--- config.mk ---
export PLATFORM = sky130hd
export DESIGN_NAME = edgegpio_port
export DESIGN_NICKNAME = d
export VERILOG_FILES = /design/src/rtl/edgegpio_pkg.sv /design/src/rtl/edgegpio_sync.sv /design/src/rtl/edgegpio_regs.sv /design/src/rtl/edgegpio_irq.sv /design/src/rtl/edgegpio_port.sv
export SDC_FILE = /design/constraint.sdc
export NUM_CORES = 1
export LEC_CHECK = 0
export CAP_MARGIN = 20
export CORE_ASPECT_RATIO = 0.6
export CORE_MARGIN = 2
export CORE_UTILIZATION = 45
export CTS_BUF_LIST = sky130_fd_sc_hd__clkbuf_4
export CTS_CLUSTER_SIZE = 28
export DETAILED_ROUTE_END_ITERATION = 8
export PLACE_DENSITY = 0.69
export SYNTH_ARGS = -nofsm -noshare
export SYNTH_HDL_FRONTEND = slang
export SYNTH_HIERARCHICAL = 1
export SYNTH_SLANG_ARGS = --single-unit
--- constraint.sdc ---
create_clock -name clk -period 1.7 [get_ports clk]
set_input_delay 0.34 -clock clk [delete_from_list [all_inputs] [get_ports clk]]
set_output_delay 0.34 -clock clk [all_outputs]
set_load 0.02 [all_outputs]
--- src/rtl/edgegpio_pkg.sv ---
package edgegpio_pkg;
    localparam int OFF_LEVEL  = 'h00;
    localparam int OFF_OUT    = 'h04;
    localparam int OFF_DIR    = 'h08;
    localparam int OFF_POL    = 'h0C;
    localparam int OFF_MASK   = 'h10;
    localparam int OFF_STATUS = 'h14;
    localparam int OFF_GATE   = 'h18;
endpackage

--- src/rtl/edgegpio_sync.sv ---
module edgegpio_sync #(
    parameter int W      = 16,
    parameter int STAGES = 2
) (
    input  logic         clk,
    input  logic         rst_n,
    input  logic [W-1:0] async_in,
    output logic [W-1:0] sync_out
);
    logic [W-1:0] stage_q [STAGES];

    for (genvar s = 0; s < STAGES; s++) begin : g_stage
        always_ff @(posedge clk or negedge rst_n) begin
            if (!rst_n) begin
                stage_q[s] <= '0;
            end else if (s == 0) begin
                stage_q[s] <= async_in;
            end else begin
                stage_q[s] <= stage_q[(s == 0) ? 0 : s-1];
            end
        end
    end

    assign sync_out = stage_q[STAGES-1];
endmodule

--- src/rtl/edgegpio_regs.sv ---
module edgegpio_regs
    import edgegpio_pkg::*;
#(
    parameter int W      = 16,
    parameter int ADDR_W = 5
) (
    input  logic              clk,
    input  logic              rst_n,
    input  logic              wr_en,
    input  logic [ADDR_W-1:0] addr,
    input  logic [W-1:0]      wdata,
    output logic [W-1:0]      dir,
    output logic [W-1:0]      outreg,
    output logic [W-1:0]      drive,
    output logic [W-1:0]      pol,
    output logic [W-1:0]      mask,
    output logic [W-1:0]      gate
);
    typedef struct packed {
        logic [W-1:0] dir;
        logic [W-1:0] outreg;
        logic [W-1:0] drive;
        logic [W-1:0] pol;
        logic [W-1:0] mask;
        logic [W-1:0] gate;
    } cfg_t;

    cfg_t cfg_d, cfg_q;

    always_comb begin
        cfg_d = cfg_q;
        if (wr_en) begin
            case (addr)
                ADDR_W'(OFF_OUT):  cfg_d.outreg = wdata;
                ADDR_W'(OFF_DIR):  cfg_d.dir    = wdata;
                ADDR_W'(OFF_POL):  cfg_d.pol    = wdata;
                ADDR_W'(OFF_MASK): cfg_d.mask   = wdata;
                ADDR_W'(OFF_GATE): cfg_d.gate   = wdata;
                default: ;
            endcase
        end
        // Output lines follow the output register; input lines hold their level.
        cfg_d.drive = (cfg_q.drive & cfg_d.dir) | (cfg_d.outreg & ~cfg_d.dir);
    end

    always_ff @(posedge clk or negedge rst_n) begin
        if (!rst_n) begin
            cfg_q.dir    <= '1;
            cfg_q.outreg <= '0;
            cfg_q.drive  <= '0;
            cfg_q.pol    <= '0;
            cfg_q.mask   <= '1;
            cfg_q.gate   <= '1;
        end else begin
            cfg_q <= cfg_d;
        end
    end

    assign dir    = cfg_q.dir;
    assign outreg = cfg_q.outreg;
    assign drive  = cfg_q.drive;
    assign pol    = cfg_q.pol;
    assign mask   = cfg_q.mask;
    assign gate   = cfg_q.gate;
endmodule

--- src/rtl/edgegpio_irq.sv ---
module edgegpio_irq #(
    parameter int W = 16
) (
    input  logic         clk,
    input  logic         rst_n,
    input  logic [W-1:0] level,
    input  logic [W-1:0] dir,
    input  logic [W-1:0] pol,
    input  logic [W-1:0] mask,
    input  logic         clr_en,
    input  logic [W-1:0] clr_bits,
    output logic [W-1:0] status,
    output logic         irq
);
    typedef struct packed {
        logic [W-1:0] prev;
        logic [W-1:0] status;
    } det_t;

    det_t det_d, det_q;
    logic [W-1:0] rise, fall, hit, clr;

    always_comb begin
        det_d      = det_q;
        rise       = level & ~det_q.prev;
        fall       = ~level & det_q.prev;
        hit        = ((rise & pol) | (fall & ~pol)) & dir & ~mask;
        clr        = clr_en ? clr_bits : '0;
        det_d.prev = level;
        det_d.status = (det_q.status & ~clr) | hit;
    end

    always_ff @(posedge clk or negedge rst_n) begin
        if (!rst_n) begin
            det_q <= '0;
        end else begin
            det_q <= det_d;
        end
    end

    assign status = det_q.status;
    assign irq    = |det_q.status;
endmodule

--- src/rtl/edgegpio_port.sv ---
module edgegpio_port
    import edgegpio_pkg::*;
#(
    parameter int W           = 16,
    parameter int ADDR_W      = 5,
    parameter int SYNC_STAGES = 2
) (
    input  logic              clk,
    input  logic              rst_n,
    input  logic              bus_wr,
    input  logic [ADDR_W-1:0] bus_addr,
    input  logic [W-1:0]      bus_wdata,
    output logic [W-1:0]      bus_rdata,
    input  logic [W-1:0]      pin_in,
    output logic [W-1:0]      pin_out,
    output logic [W-1:0]      pin_oe,
    output logic              irq_out
);
    logic [W-1:0] dir_w, outreg_w, drive_w, pol_w, mask_w, gate_w;
    logic [W-1:0] level_w, status_w;
    logic         clr_en;

    assign clr_en = bus_wr && (bus_addr == ADDR_W'(OFF_STATUS));

    edgegpio_sync #(.W(W), .STAGES(SYNC_STAGES)) u_sync (
        .clk      (clk),
        .rst_n    (rst_n),
        .async_in (pin_in),
        .sync_out (level_w)
    );

    edgegpio_regs #(.W(W), .ADDR_W(ADDR_W)) u_regs (
        .clk    (clk),
        .rst_n  (rst_n),
        .wr_en  (bus_wr),
        .addr   (bus_addr),
        .wdata  (bus_wdata),
        .dir    (dir_w),
        .outreg (outreg_w),
        .drive  (drive_w),
        .pol    (pol_w),
        .mask   (mask_w),
        .gate   (gate_w)
    );

    edgegpio_irq #(.W(W)) u_irq (
        .clk      (clk),
        .rst_n    (rst_n),
        .level    (level_w),
        .dir      (dir_w),
        .pol      (pol_w),
        .mask     (mask_w),
        .clr_en   (clr_en),
        .clr_bits (bus_wdata),
        .status   (status_w),
        .irq      (irq_out)
    );

    always_comb begin
        case (bus_addr)
            ADDR_W'(OFF_LEVEL):  bus_rdata = level_w & gate_w;
            ADDR_W'(OFF_OUT):    bus_rdata = outreg_w;
            ADDR_W'(OFF_DIR):    bus_rdata = dir_w;
            ADDR_W'(OFF_POL):    bus_rdata = pol_w;
            ADDR_W'(OFF_MASK):   bus_rdata = mask_w;
            ADDR_W'(OFF_STATUS): bus_rdata = status_w;
            ADDR_W'(OFF_GATE):   bus_rdata = gate_w;
            default:             bus_rdata = '0;
        endcase
    end

    assign pin_out = drive_w;
    assign pin_oe  = ~dir_w;
endmodule

==> impl_summary.md, run 1 <==
Outcome
The flow ran to the end, but the final reports show violations. The final reports fail on negative setup slack.

Detailed routing
The pre-antenna-repair detailed-routing pass consisted of 6 iterations. Wires add up to between 20,000 and 25,000 um. The initial DRC count is 680.

After detailed routing, the average wire length per cell comes to a little over 20 um. The via count is 6,641. The detailed-route vias per instance is approximately 5.7. The number of nets with antenna violations after detailed routing is 0. The remaining design rule violation count is 0.

Worst setup path
Along the worst path, the maximum fanout reaches 2. The type of the worst setup path is register to primary output. The required arrival time at the worst endpoint is 1.36 ns. The kind of end point of the critical path is a primary output. The sum of buffers and inverters on the critical path is 1. The critical path startpoint category is a register. Traced cell by cell, the critical path runs through nor4bb_4 -> a2111oi_4 -> o311ai_2 -> buf_4. The critical-path cell with the highest stage delay is dfstp_2. Data arrives at the worst endpoint at about 1.9 ns. The delay of the slowest cell on the worst path is approximately 0.56 ns. For flop-to-flop paths, the worst setup slack is between 0.3 and 0.4 ns. The kind of cell with the highest combined delay along the critical path is flip-flops.

Synth
Synthesis produced roughly 700 cells. The flop and latch count out of synthesis is 160. The post-synthesis area per instance is about 11 um2. The post-synthesis sequential area ratio is between 50% and 60%. The number of flops mapped to enable cells by yosys is 0.

Ranked by total cell area, the synthesized netlist is headed by dfrtp_1 (36%), dfstp_2 (16%), mux2_2 (6.6%). dfrtp_1 takes more of the synthesized area than any other cell. The prevailing post-synth register cell is dfrtp_1.

Synthesis produced a netlist with a net count of between 700 and 800. Summing every instance area after synthesis gives around 7700 um2. The proportion of register bits with asynchronous set or reset after synthesis is 100%.

After synthesis, the largest area contributor takes up 36.5% of total cell area. In this run, distinct cell masters in the synthesized netlist total 56. The warning count from the yosys run is 6.

Finish
From synthesis to final layout, the design area changed by 41.9%. The repair_antennas step left the layout with diodes totalling 0. The final core area utilization is between 60% and 70%. The library cell used most frequently in the layout, excluding fill and tap cells, is buf_4. The final layout contains 960 nets. Summing all non-filler instances in the final layout gives an area of between 10,000 and 15,000 um2. For this run, the number of standard cells in the final layout without fillers is ~1,200. In the layout the commonest cells are buf_4 (165), dfrtp_1 (109), nand2_1 (80). The fraction of layout cells with a size suffix above 1 is between 40 and 50%. Counting the fill cells in the layout gives about 1,200.

Die
The number of ports placed on the die boundary is just under 90. The die is between 150 and 200 um wide. The die covers about 18,000 um2. The area of the core region is 16,500 um2. The site row count is 36. For this configuration, the core starts out at a cell density of 46.6%.

The die extent in y is approximately 110 um.

Clock network
Clock tree synthesis inserted a total of 17 buffers. The library cell used as clock root buffer is clkbuf_4. The insertion delay of the later-clocked pin in the worst-skew pair is roughly 0.57 ns. TritonCTS built the clock tree. The clock-pin slew of the registers on the worst-case setup and hold paths is between 0.15 and 0.2 ns. No sink is reached through more buffers than the 2 on the longest clock path. The H-tree depth is 4. The sink count of the clock tree is 160.

Timing
The maximum clock frequency is 439 MHz. The worst pin sits at a relative slew slack of between 70% and 80%. Across all setup checks in the final design, the least slack found is -0.577 ns. The share of the clock period used by the worst path is 134%. For the final database, setup skew stands at approximately 0.025 ns. Setup repair after global routing could not meet its margin everywhere.

The total of endpoints with negative setup slack in the final report is 29. The clock period minus final worst setup slack is roughly 2.3 ns. The number of hold violations in the final report is 0. The max-slew violation count is 0. The worst-margin pin slew is slightly above 0.4 ns.

Placed design
Once placement completed, the tool counted placed cells totaling approximately 1,100. The detailed placer's ending HPWL is around 16,000 um. In this run the tool buffered the top-level ports with between 80 and 90 buffer cells. Routability-driven placement finished with a final weighted congestion of approximately 0.9.

After detailed placement, the total cell area comes to slightly below 10,000 um2.

Global route
The via count of the first global-routing pass was ~6,900. The global routing usage on met1 is between 30% and 40%. Global routing consumed, over all layers together, approximately 27% of the routing resources. The most heavily used metal layer in global routing is met2.

The number of antenna violations at the first check in global routing was 0. The maximum number of pins on one net before global-route repair is 57. The first global-routing pass estimated 37,900 um of wire. After global routing the overflow that remains totals 0. For this run, global-route usage on met3 was measured as under 10%. The met2 usage in global routing is 42.8%.

Pwr
The maximum resistive drop on vdd is about 0.56 mV. The power per standard cell area is ~990 nW/um2. The analysis attributes to cell leakage a power of around 4.8 nW. The total power is 10.8 mW.

Job
The max capacitance violation total is 0.

Worst hold path
The type of the tightest min-delay check is input port to register.
[report_power, final]
group | leakage, nW | switching [mW] | internal [mW]
sequential | 1.82 | 0.551 | 4.63
combinational | 2.88 | 1.63 | 1.87
clock | 0.127 | 1.45 | 0.614
[metrics by stage]
stage	hold slack, ns	setup slack (ns)	TNS, ns
finish	0.181	-0.577	-8.71
global route	0.0997	-0.713	-12.00
CTS	0.143	-0.672	-9.75
detailed placement	0.245	-1.19	-78.94
global placement	0.243	-1.15	-75.19
floorplan	0.0444	-0.0448	-0.452
[state kept, by name, indices dropped and copies added (netlist names), named ones only]
| name | flops |
|---|---|
| u_irq/status | 16 |
| u_regs/dir | 16 |
| u_irq/det_q | 16 |
| u_regs/outreg | 16 |
| u_sync/stage_q | 16 |
| u_regs/pol | 16 |
| u_sync/sync_out | 16 |
| u_regs/gate | 16 |
| u_regs/mask | 16 |
[layer usage]
metal | up-vias | part of all wire [%]
li1 | 2938 | -
met1 | 3315 | 43
met2 | 338 | 46
met3 | 50 | 8.4
met4 | 0 | 2.0
met5 | - | 0
[cell families (layout without fill, tap and decap cells)]
family,after synthesis,in the layout,share of synthesized area [%]
simple gates,214,214,16.0
xor+xnor,1,1,0.114
buf+inv,116,365,8.56
mux,56,56,8.74
flops,160,160,52.9
compound gates,137,137,13.7
[worst reg2reg max path: stages, from the launching register on]
cell and delay [ns]:
dfrtp_1 0.42, buf_4 0.14, buf_4 0.13, nor2b_1 0.14, a221oi_1 0.33, a211oi_2 0.08
[layout make-up]
cell class / instances / area (um2) / share of cell area (%)
well taps: 228 / 285 / 2.61
inverters: 49 / 190 / 1.74
clock buffers: 18 / 135 / 1.24
repair buffers: 284 / 2560 / 23.5
multi-input cells: 408 / 3560 / 32.7
clock inverters: 14 / 108 / 0.986
flip-flops and latches: 160 / 4070 / 37.3
[path summary, 6_finish.rpt]
kind	start	to	cells past startpoint
setup / recovery	u_regs/gate[3]	bus_rdata[3]	4
hold / removal	pin_in[1]	u_sync/stage_q[17]	1
setup reg to reg	u_regs/outreg[8]	register	5
hold reg to reg	u_sync/stage_q[26]	u_sync/sync_out[10]	0
max in group asynchronous	rst_n	u_regs/gate[15]	3
min in group asynchronous	rst_n	u_regs/outreg[2]	2
[synth_stat cells, types with 7 or more instances]
cell / number
inv_1: 49
a32o_1: 18
nand3b_1: 17
dfstp_2: 48
nand3_1: 37
nor2b_1: 10
nand2_1: 80
a2111oi_0: 8
o2111ai_1: 7
a211oi_1: 7
o22ai_1: 9
clkbuf_1: 8
mux2_2: 45
buf_2: 13
mux2_4: 11
nand2b_1: 17
a32oi_1: 14
a21oi_1: 7
nor4bb_1: 8
dfrtp_1: 112
o21ai_1: 7
o21ai_0: 25
nor3_1: 9
buf_4: 38
a221oi_1: 17
and3_1: 12
a41oi_1: 7
o311ai_0: 7
[repair_timing]
action	in CTS	in global routing
gates resized for setup	306	49
endpoints found under the setup margin	87	59
hold buffers	1	0
pin swaps	36	14
endpoints found under the hold margin	111	0
buffers inserted	34	15
Power figures use the tool's default switching activity.
==> run 2: changes to the inputs <==
--- a/config.mk
+++ b/config.mk
@@ -5,7 +5,6 @@
 export SDC_FILE = /design/constraint.sdc
 export NUM_CORES = 1
 export LEC_CHECK = 0
-export CAP_MARGIN = 20
 export CORE_ASPECT_RATIO = 0.6
 export CORE_MARGIN = 2
 export CORE_UTILIZATION = 45
==> results of run 2 <==
Same layout as run 1: the final DEF is identical, and so are final timing and power.
==> run 3: changes to the inputs <==
--- a/config.mk
+++ b/config.mk
@@ -5,6 +5,7 @@
 export SDC_FILE = /design/constraint.sdc
 export NUM_CORES = 1
 export LEC_CHECK = 0
+export ABC_AREA = 1
 export CORE_ASPECT_RATIO = 0.6
 export CORE_MARGIN = 2
 export CORE_UTILIZATION = 45
==> run 3 against run 2 <==
The flow still finishes with violations (negative setup slack). Via count is 10% higher. Sequential share of layout area grew 1.6 points. Critical path depth grew 5. Power shrank 9.0%. Count of clock-buffer cells in the layout rose by 3. Maximum frequency grew 14%. Design area is 4.2% lower. Worst hold slack improved by 0.022 ns. Critical endpoint is now bus_rdata[7].
==> impl_summary.md, run 3 <==
Outcome
The flow ran to the end, but the final reports show violations. The checks that failed: negative setup slack.

Detailed routing
The via count is 7,303. Once detail routing completed, the nets flagged for antenna violations numbered 0. Dividing the detail-routed via count by the number of cells gives around 5. The initial DRC count is slightly below 700. In the routed design, unresolved DRC markers number 0. The first detailed-routing pass took 6 iterations. After detailed routing, the average wire length per cell comes to ~15 um. The routed design has roughly 22,000 um of wire.

Die
The die covers about 19,000 um2. Once the floorplan was initialized, standard cells occupied between 40 and 50% of the core. The die is 178 um wide. The core region is 17,900 um2.

Row generation in the floorplan step produced 38 rows. During I/O placement, the number of pins put on the boundary was 89. The die is ~110 um tall.

Clock network
After clock tree synthesis, the clock-pin slew on the worst setup and hold paths is about 0.14 ns. For the worst-skew pair, the clock arrives at the later sink with an insertion delay of 0.56 ns. CTS built an H-tree with a depth of 4. The tree built by TritonCTS fans out to 160 sinks. The clock tree from TritonCTS is done. The maximum buffer depth of the clock tree is 2. The library cell used as clock root buffer is clkbuf_4. Clock tree synthesis inserted a total of 17 buffers.

Worst setup path
The depth of the worst register-to-register path is 8. The kind of end point of the critical path is a primary output. The arrival time at the worst endpoint is about 1.7 ns. At the worst endpoint, the required time is between 1 and 1.5 ns. STA classifies the critical path startpoint as an input port.

Along the worst path, the maximum fanout reaches 28. By startpoint and endpoint, the worst setup path is classified as input port to primary output.

Global route
The total overflow reported by the global router is 0. The number of antenna violations at the first check in global routing was 0. The maximum number of pins on one net before global-route repair is 39. The via count of the first global-routing pass is approximately 6,800.

The total global routing track utilization is between 20% and 30%. The global-route wire length before repair is 36,000 um.

Finish
The fraction of layout cells with a size suffix above 1 is 27.1%. The most frequent standard cell in the layout excluding fill and tap cells is nand2_1. The area overhead of the layout relative to synthesis is 28.3%. The final core area utilization is 58.5%. The top cell types in the final layout, fill and taps aside, are nand2_1 (292), inv_1 (143), dfrtp_1 (112). The count of filler cells inserted in the layout is roughly 1,600. At the end of the flow, the number of nets in the layout was roughly 1,200.

The post-route cell area is 10,500 um2. The antenna diode instance count is 0.

Placed design
Port buffering added 88 buffers. Timing analysis after detailed placement gives a worst setup slack of -0.970 ns. The detailed placer's ending HPWL is approximately 16,000 um. At the end of routability-driven placement, the weighted congestion stood at 0.876. The post-placement cell area is between 9000 and 10,000 um2.

Synth
The biggest area contributor in the post-synthesis netlist is dfrtp_1. After synthesis the cells add up to between 8000 and 9000 um2. For this run, the leading register cell type out of synthesis is dfrtp_1. After synthesis, flip-flops and latches occupy around 50% of the total area. The gate count of the mapped netlist is 1,041.

After synthesis, the netlist uses 23 different library cells. In this run, synthesis produced a sequential element count of 160. Counting flops with a built-in enable in the synthesized netlist gives 0. The proportion of register bits with asynchronous set or reset after synthesis is 100%. Counting instances in the post-synthesis netlist gives the leading cell types as nand2_1 (300), inv_1 (164), dfrtp_1 (112).

The most common cell in the netlist is nand2_1. The share of the synthesized area in the top cell type is around 34%. The number of nets produced by synthesis is between 1,000 and 1,500. The warning count from the yosys run is 6.

Averaged over all synthesized cells, the footprint is slightly below 8 um2. Yosys attributes the largest share of cell area to dfrtp_1 (34%), dfstp_2 (15%), nand2_1 (14%).

Timing
The number of hold violations in the final report is 0. Setup repair after global routing could not meet its margin everywhere. The max-slew headroom at the worst pin is a little over 70%. After layout, the worst path uses 117% of the clock period. The max-slew violation count is 0. The post-route worst setup slack is -0.295 ns. For this run, the top clock speed supported by timing is approximately 500 MHz. The worst hold slack across all endpoints is 0.202 ns. At the pin with the least slew margin, the transition time is ~0.43 ns. The total of endpoints with negative setup slack in the final report is 25.

The clock period minus final worst setup slack is roughly 2 ns. The final worst clock skew is about 0.020 ns.

Worst hold path
The type of the tightest min-delay check is input port to register. Along the worst hold path, the cell count comes to 1.

Pwr
The leakage dissipation is ~5.6 nW. The worst-case IR drop observed on VDD is between 0.5 and 0.6 mV. The power per standard cell area is ~940 nW/um2.

Job
The max capacitance violation total is 0.
[run 3: cell type report]
| type | instances | area [um2] | share of cell area (%) |
|---|---|---|---|
| Inverter | 172 | 648 | 6.20 |
| Timing Repair Buffer | 218 | 2200 | 21.1 |
| Sequential cell | 160 | 4060 | 38.9 |
| Tap cell | 240 | 300 | 2.87 |
| Multi-Input combinational cell | 632 | 2980 | 28.5 |
| Clock buffer | 21 | 158 | 1.51 |
| Clock inverter | 11 | 95.1 | 0.910 |
[run 3: through the flow]
| step | TNS [ns] | total power, mW | cells |
|---|---|---|---|
| 6_report | -4.28 | 9.79 | 1454 |
| 5_1_grt | -7.32 | 10.4 | 1454 |
| 4_1_cts | -5.24 | 9.81 | 1451 |
| 3_5_place_dp | -43.49 | 7.62 | 1410 |
| 3_3_place_gp | -41.04 | 7.56 | 1410 |
| 2_1_floorplan | 0 | 6.25 | 1041 |
[run 3: logic make-up after synthesis]
family	after synthesis	synth area share (%)
AND/OR/NAND/NOR	584	33.1
buffers and inverters	249	14.0
flip-flops	160	49.9
AO/OA/AOI/OAI	48	2.95
[run 3: metal layers]
layer	wire (um)	track usage (%)	share of wire, %	up-vias
met1	10500	36.5	47	3415
met5	0	0	0	-
met3	1720	5.38	7.8	19
li1	-	-	-	3569
met2	9780	35.9	44	300
met4	218	5.85	0.98	0
[run 3: path summary, 6_finish.rpt]
check	start	slack [ns]	to
max reg2reg	u_regs/dir[9]	0.47	register
max in group asynchronous	rst_n	0.83	u_regs/dir[14]
min	pin_in[11]	0.20	u_sync/stage_q[27]
min reg2reg	u_sync/stage_q[30]	0.36	u_sync/sync_out[14]
min in group asynchronous	rst_n	0.27	asynchronous set/reset pin
max	bus_addr[2]	-0.30	bus_rdata[7]
[run 3: worst max-delay path, cell delays in order]
cell,delay [ns]
dlygate4sd2_1,0.31
buf_4,0.19
nor2_4,0.14
buf_12,0.20
nand4_1,0.09
nand2_1,0.08
nor2_1,0.04
nand2_1,0.11
buf_6,0.14
[run 3: where the power goes]
part | switching (mW) | leakage, nW | internal, mW
clock network | 1.35 | 0.141 | 0.781
logic | 1.48 | 3.66 | 1.25
registers | 0.395 | 1.83 | 4.53
total | 3.23 | 5.63 | 6.56
[run 3: what timing repair did]
action | 4_1_cts | 5_1_grt
setup buffers | 7 | 5
hold endpoints to repair | 23 | 0
gates resized for setup | 262 | 21
pin swaps | 8 | 10
hold buffers | 1 | 0
cloned | 1 | 0
setup endpoints to repair | 49 | 37
